===== config.mk =====
export PLATFORM = sky130hd
export DESIGN_NAME = sgi_rs_cmdgen
export DESIGN_NICKNAME = d
export VERILOG_FILES = /design/src/rtl/sgi_rs_pkg.sv /design/src/rtl/sgi_rs_key.sv /design/src/rtl/sgi_rs_pack.sv /design/src/rtl/sgi_rs_cmdgen.sv
export SDC_FILE = /design/constraint.sdc
export NUM_CORES = 1
export LEC_CHECK = 0
export CELL_PAD_IN_SITES_DETAIL_PLACEMENT = 1
export CELL_PAD_IN_SITES_GLOBAL_PLACEMENT = 2
export CORE_MARGIN = 10
export CORE_UTILIZATION = 31
export CTS_CLUSTER_DIAMETER = 150
export DETAILED_ROUTE_END_ITERATION = 10
export PLACE_DENSITY = 0.82
export SLEW_MARGIN = 40
export SYNTH_ARGS = -nofsm -noshare
export SYNTH_HDL_FRONTEND = slang
export SYNTH_SLANG_ARGS = --single-unit

===== constraint.sdc =====
create_clock -name clk -period 3.75 [get_ports clk]
set_input_delay 0.9375 -clock clk [delete_from_list [all_inputs] [get_ports clk]]
set_output_delay 0.9375 -clock clk [all_outputs]
set_load 0.1 [all_outputs]

===== src/rtl/sgi_rs_pkg.sv =====
package sgi_rs_pkg;
   localparam int AFF_W   = 8;
   localparam int ROW_W   = 4 * AFF_W;
   localparam int TLIST_W = 16;
   localparam int WORD_W  = 64;

   typedef struct packed {
      logic [AFF_W-1:0] lvl3;
      logic [AFF_W-1:0] lvl2;
      logic [AFF_W-1:0] lvl1;
      logic [3:0]       rsel;
   } grp_key_t;

   typedef enum logic [1:0] {
      ST_IDLE = 2'd0,
      ST_SCAN = 2'd1,
      ST_EMIT = 2'd2,
      ST_FIN  = 2'd3
   } seq_state_t;
endpackage


===== src/rtl/sgi_rs_key.sv =====
module sgi_rs_key
   import sgi_rs_pkg::*;
(
   input  logic [ROW_W-1:0] row_i,
   output grp_key_t         key_o,
   output logic [3:0]       bit_o
);
   assign key_o.lvl3 = row_i[31:24];
   assign key_o.lvl2 = row_i[23:16];
   assign key_o.lvl1 = row_i[15:8];
   assign key_o.rsel = row_i[7:4];
   assign bit_o      = row_i[3:0];
endmodule


===== src/rtl/sgi_rs_pack.sv =====
module sgi_rs_pack
   import sgi_rs_pkg::*;
(
   input  grp_key_t           key_i,
   input  logic [TLIST_W-1:0] tlist_i,
   input  logic [3:0]         intid_i,
   output logic [WORD_W-1:0]  word_o
);
   always_comb begin
      word_o        = '0;
      word_o[15:0]  = tlist_i;
      word_o[23:16] = key_i.lvl1;
      word_o[27:24] = intid_i;
      word_o[39:32] = key_i.lvl2;
      word_o[40]    = 1'b0;
      word_o[47:44] = key_i.rsel;
      word_o[55:48] = key_i.lvl3;
   end
endmodule


===== src/rtl/sgi_rs_cmdgen.sv =====
module sgi_rs_cmdgen
   import sgi_rs_pkg::*;
#(
   parameter int NUM_CPU     = 8,
   parameter bit LATCH_TABLE = 1'b1
) (
   input  logic                     clk,
   input  logic                     rst_n,
   input  logic                     start_i,
   input  logic [NUM_CPU-1:0]       cpu_mask_i,
   input  logic [ROW_W*NUM_CPU-1:0] aff_tbl_i,
   input  logic [3:0]               intid_i,
   input  logic                     rs_sup_i,
   output logic                     cmd_valid_o,
   input  logic                     cmd_ready_i,
   output logic [WORD_W-1:0]        cmd_word_o,
   output logic                     done_o,
   output logic                     err_o
);
   localparam int IDX_W = (NUM_CPU > 1) ? $clog2(NUM_CPU) : 1;
   localparam logic [IDX_W-1:0] LAST_IDX = IDX_W'(NUM_CPU - 1);

   if (NUM_CPU < 2 || NUM_CPU > 256) begin : g_bad_num_cpu
      $error("sgi_rs_cmdgen: NUM_CPU must lie in 2..256");
   end

   seq_state_t                state_q;
   logic [IDX_W-1:0]          idx_q;
   logic [NUM_CPU-1:0]        mask_q;
   logic [3:0]                intid_q;
   logic                      rs_en_q;
   logic                      open_q;
   logic                      last_q;
   logic                      err_q;
   grp_key_t                  gkey_q;
   logic [TLIST_W-1:0]        tlist_q;
   logic [ROW_W*NUM_CPU-1:0]  tbl_use;

   // Table source: captured at start, or taken live from the port
   if (LATCH_TABLE) begin : g_tbl_reg
      logic [ROW_W*NUM_CPU-1:0] tbl_q;
      always_ff @(posedge clk or negedge rst_n) begin
         if (!rst_n)                             tbl_q <= '0;
         else if (state_q == ST_IDLE && start_i) tbl_q <= aff_tbl_i;
      end
      assign tbl_use = tbl_q;
   end else begin : g_tbl_live
      assign tbl_use = aff_tbl_i;
   end

   logic [ROW_W-1:0] cur_row;
   grp_key_t         cur_key;
   logic [3:0]       cur_bit;
   logic             cur_hit;
   logic             cur_unreach;

   assign cur_row = tbl_use[ROW_W*idx_q +: ROW_W];

   sgi_rs_key u_key (
      .row_i (cur_row),
      .key_o (cur_key),
      .bit_o (cur_bit)
   );

   assign cur_hit     = mask_q[idx_q];
   assign cur_unreach = cur_hit && !rs_en_q && (cur_key.rsel != 4'd0);

   always_ff @(posedge clk or negedge rst_n) begin
      if (!rst_n) begin
         state_q <= ST_IDLE;
         idx_q   <= '0;
         mask_q  <= '0;
         intid_q <= '0;
         rs_en_q <= 1'b0;
         open_q  <= 1'b0;
         last_q  <= 1'b0;
         err_q   <= 1'b0;
         gkey_q  <= '0;
         tlist_q <= '0;
      end else begin
         unique case (state_q)
            ST_IDLE: if (start_i) begin
               mask_q  <= cpu_mask_i;
               intid_q <= intid_i;
               rs_en_q <= rs_sup_i;
               idx_q   <= '0;
               open_q  <= 1'b0;
               last_q  <= 1'b0;
               err_q   <= 1'b0;
               tlist_q <= '0;
               state_q <= ST_SCAN;
            end
            ST_SCAN: begin
               if (cur_hit && !cur_unreach && open_q && (cur_key != gkey_q)) begin
                  // group break: flush, revisit this index afterwards
                  last_q  <= 1'b0;
                  state_q <= ST_EMIT;
               end else begin
                  if (cur_unreach) err_q <= 1'b1;
                  if (cur_hit && !cur_unreach) begin
                     open_q  <= 1'b1;
                     gkey_q  <= cur_key;
                     tlist_q <= (open_q ? tlist_q : '0) | (TLIST_W'(1) << cur_bit);
                  end
                  if (idx_q == LAST_IDX) begin
                     last_q  <= 1'b1;
                     state_q <= (open_q || (cur_hit && !cur_unreach)) ? ST_EMIT : ST_FIN;
                  end else begin
                     idx_q <= idx_q + 1'b1;
                  end
               end
            end
            ST_EMIT: if (cmd_ready_i) begin
               open_q  <= 1'b0;
               tlist_q <= '0;
               state_q <= last_q ? ST_FIN : ST_SCAN;
            end
            ST_FIN: state_q <= ST_IDLE;
            default: state_q <= ST_IDLE;
         endcase
      end
   end

   sgi_rs_pack u_pack (
      .key_i   (gkey_q),
      .tlist_i (tlist_q),
      .intid_i (intid_q),
      .word_o  (cmd_word_o)
   );

   assign cmd_valid_o = (state_q == ST_EMIT);
   assign done_o      = (state_q == ST_FIN);
   assign err_o       = err_q;
endmodule


==> impl_metrics.tcl <==
set metrics [dict create \
    status "finished clean" \
    synth_compound_area_share_pct 3.33 \
    skew_ns 0.0152 \
    grt_usage_pct 18.2 \
    cp.depth 11 \
    dp_hpwl_microns 39000 \
    fp.dieW_microns 239 \
    synth-edff-count 0 \
    vias_per_cell 4.73 \
    cts_sinks 321 \
    final_nets 2145 \
    start_util_pct 31.2 \
    grt_max_degree 96 \
    grt_overflow 0 \
    crit_end "gkey_q[21]" \
    r2r_start "idx_q[1]" \
    slowest_delay_ns 0.51 \
    cts_buffers 38 \
    antenna_found_initial 1 \
    cts_root_buf "clkbuf_16" \
    reg2reg_slack_ns 0.24 \
    slew_headroom_pct 44.7 \
    period_share_pct 93.5 \
    final_util_pct 42.1 \
    yosysUniqueCellTypes 44 \
    path_max_fanout 25 \
    setup_viol 0 \
    worst_pin_slew_ns 0.829 \
    met3_usage_pct 4.32 \
    syn_inst 1557 \
    setup_ws_ns 0.243 \
    fin_crit_ns 3.51 \
    critPathBufInv 3 \
    path_cells "buf_12 > mux4_2 > mux2i_1 > xnor2_1 > nor4_1 > nand4_1 > o41ai_4 > nand3_4 > buf_4 > buf_4 > mux2i_1" \
    crit_type "flip-flop to flip-flop" \
    use_met2_pct 29.9 \
    power_density_mw_per_mm2 914 \
    ant_nets 0 \
    max_freq_mhz 285 \
    grtUsageMet1_pct 23.7 \
    finalHoldViolations 0 \
    grt_pass1_wl_microns 80400 \
    yosys.area_share.simple_pct 23.5 \
    synth.cells.most_frequent "nand2_1 (830), dfrtp_1 (321), clkbuf_1 (63), mux2i_1 (63), mux4_2 (49)" \
    vdd_drop_max_v 0.000323 \
    tns_ns 0 \
    ys_ff_latch 321 \
    startpoint_type "flip-flop" \
    cp-end-kind "flip-flop" \
    p_leak_nw 9.78 \
    syn_to_final_growth_pct 34.7 \
    cts_hold_buf 0 \
    synth_most_common_cell "nand2_1" \
    rsz0062_at_grt "no" \
    timing.hold.ws_ns 0.353 \
    place_inst 2445 \
    grt_pass1_vias 13225 \
    cts.repair.resized 0 \
    max-clock-path-buffers 3 \
    r2r_cells 11 \
    drv_slew 0 \
    synth_top_family_by_area "simple AND/OR/NAND/NOR gates" \
    grt-busiest-layer "met2" \
    cp-startpoint "idx_q[1]" \
    yosysSeqAreaShare_pct 54.1 \
    portBuffers 323 \
    cts_tree "built" \
    cts_setup_buffers 0 \
    path_delay_family "multiplexers" \
    wirelength_microns 52000 \
    gp_congestion 0.834 \
    num_vias 11891 \
    synth_xor_area_share_pct 1.30 \
    row_count 80 \
    critical_path.slowest_cell "mux4_2" \
    syn_avg_cell_area_sq_um 9.54 \
    ys_warn_count 0 \
    h-tree-depth 2 \
    ys.flop_type "dfrtp_1" \
    synth_top_area_share_pct 54.1 \
    cp.arrival_ns 3.93 \
    rr_endpoint "gkey_q[21]" \
    fp.dieH_microns 239 \
    synthAdderAreaFrac_pct 0.169 \
    synth.area.top_cells "dfrtp_1 (54%), nand2_1 (21%), mux4_2 (7.4%), mux2i_1 (4.2%), clkbuf_1 (1.6%)" \
    synth_area_leader_cell "dfrtp_1" \
    clk_pin_slew_ns 0.06 \
    drt_iter0_drc 756 \
    min_path_type "primary input to async pin" \
    drc 0 \
    required_ns 4.17 \
    drive_gt1_share_pct 12.9 \
    routedWlPerCell_microns 20.7 \
    cap_violations 0 \
    dieArea_sq_mm 0.0571 \
    final_cells 2513 \
    synthArstFlopShare_pct 100 \
    firstDrtPassIters 4 \
    clk_latency_ns 0.55 \
    dpl_worst_slack_ns 0.161 \
    core_area_sq_mm 0.0475 \
    yosys-mux-area-fraction_pct 13.8 \
    io_pins 340 \
    synth_area_sq_mm 0.0148 \
]
==> routing by layer <==
layer  up-vias  wire length (microns)
met5         -                      0
met4         0                    898
met3        51                   3560
met2       289                  25000
met1      5956                  22600
li1       5595                      -
==> worst reg2reg max path, stage by stage (launching register included) <==
cell and delay, ns:
dfrtp_4 0.50, buf_12 0.22, mux4_2 0.53, mux2i_1 0.37, xnor2_1 0.11, nor4_1 0.28
nand4_1 0.20, o41ai_4 0.50, nand3_4 0.13, buf_4 0.22, buf_4 0.19, mux2i_1 0.12
==> how the worst min path moves through the flow <==
stage                    startpoint                    to  slack (ns)  cells after the start
4_1_cts                       rst_n  g_tbl_reg.tbl_q[195]        0.37                      1
3_5_place_dp   g_tbl_reg.tbl_q[220]  g_tbl_reg.tbl_q[220]        0.46                      2
5_1_grt                       rst_n  g_tbl_reg.tbl_q[195]        0.38                      1
3_3_place_gp   g_tbl_reg.tbl_q[224]  g_tbl_reg.tbl_q[224]        0.45                      2
6_report                      rst_n  g_tbl_reg.tbl_q[195]        0.35                      1
2_1_floorplan  g_tbl_reg.tbl_q[203]  g_tbl_reg.tbl_q[203]        0.44                      2
==> cell type report <==
cell class | count | area [sq um]
clock buffer | 55 | 1140
tap | 615 | 769
sequential | 321 | 8040
fill | 5351 | 27500
inverter | 17 | 63.8
antenna | 1 | 2.50
clock inverter | 12 | 144
timing repair buffer | 362 | 3540
multi-input combinational | 1130 | 6310
==> metrics by stage <==
step           total power, W  cell area (sq um)
3_5_place_dp           0.0146              18700
4_1_cts                0.0186              20000
3_3_place_gp           0.0144              18800
2_1_floorplan          0.0118              14900
6_report               0.0183              20000
5_1_grt                0.0196              20000
==> logic make-up after synthesis <==
logic type	after synthesis
xor+xnor	22
flops	321
fa+ha+maj	2
compound gates	54
simple gates	899
mux	137
buf+inv	121
other cells	1
==> report_power, final <==
| part | switching [W] | total [W] | internal (W) |
|---|---|---|---|
| clock network | 0.00150 | 0.00381 | 0.00231 |
| logic | 0.00520 | 0.00835 | 0.00315 |
| registers | 0.00110 | 0.00612 | 0.00502 |
==> sequential cells by signal (all words and copies together) (netlist names), 2 cells and up <==
signal / flops
g_tbl_reg.tbl_q: 256
gkey_q: 28
idx_q: 3
intid_q: 4
mask_q: 8
state_q: 2
tlist_q: 16
==> cells in the final DEF, fill, tap and decap left out, types with 12 or more instances in the layout <==
cell	Yosys	final
conb_1	1	16
mux4_2	49	49
clkdlybuf4s50_1	0	271
clkbuf_16	0	39
nor2_1	25	24
nor2b_1	12	12
buf_4	17	59
buf_12	0	14
nand2_1	830	830
mux2i_1	63	63
mux2_2	18	18
buf_2	18	17
xnor2_1	22	22
inv_1	17	17
dfrtp_1	321	318
Note: power is estimated with default switching activity, not from simulation.
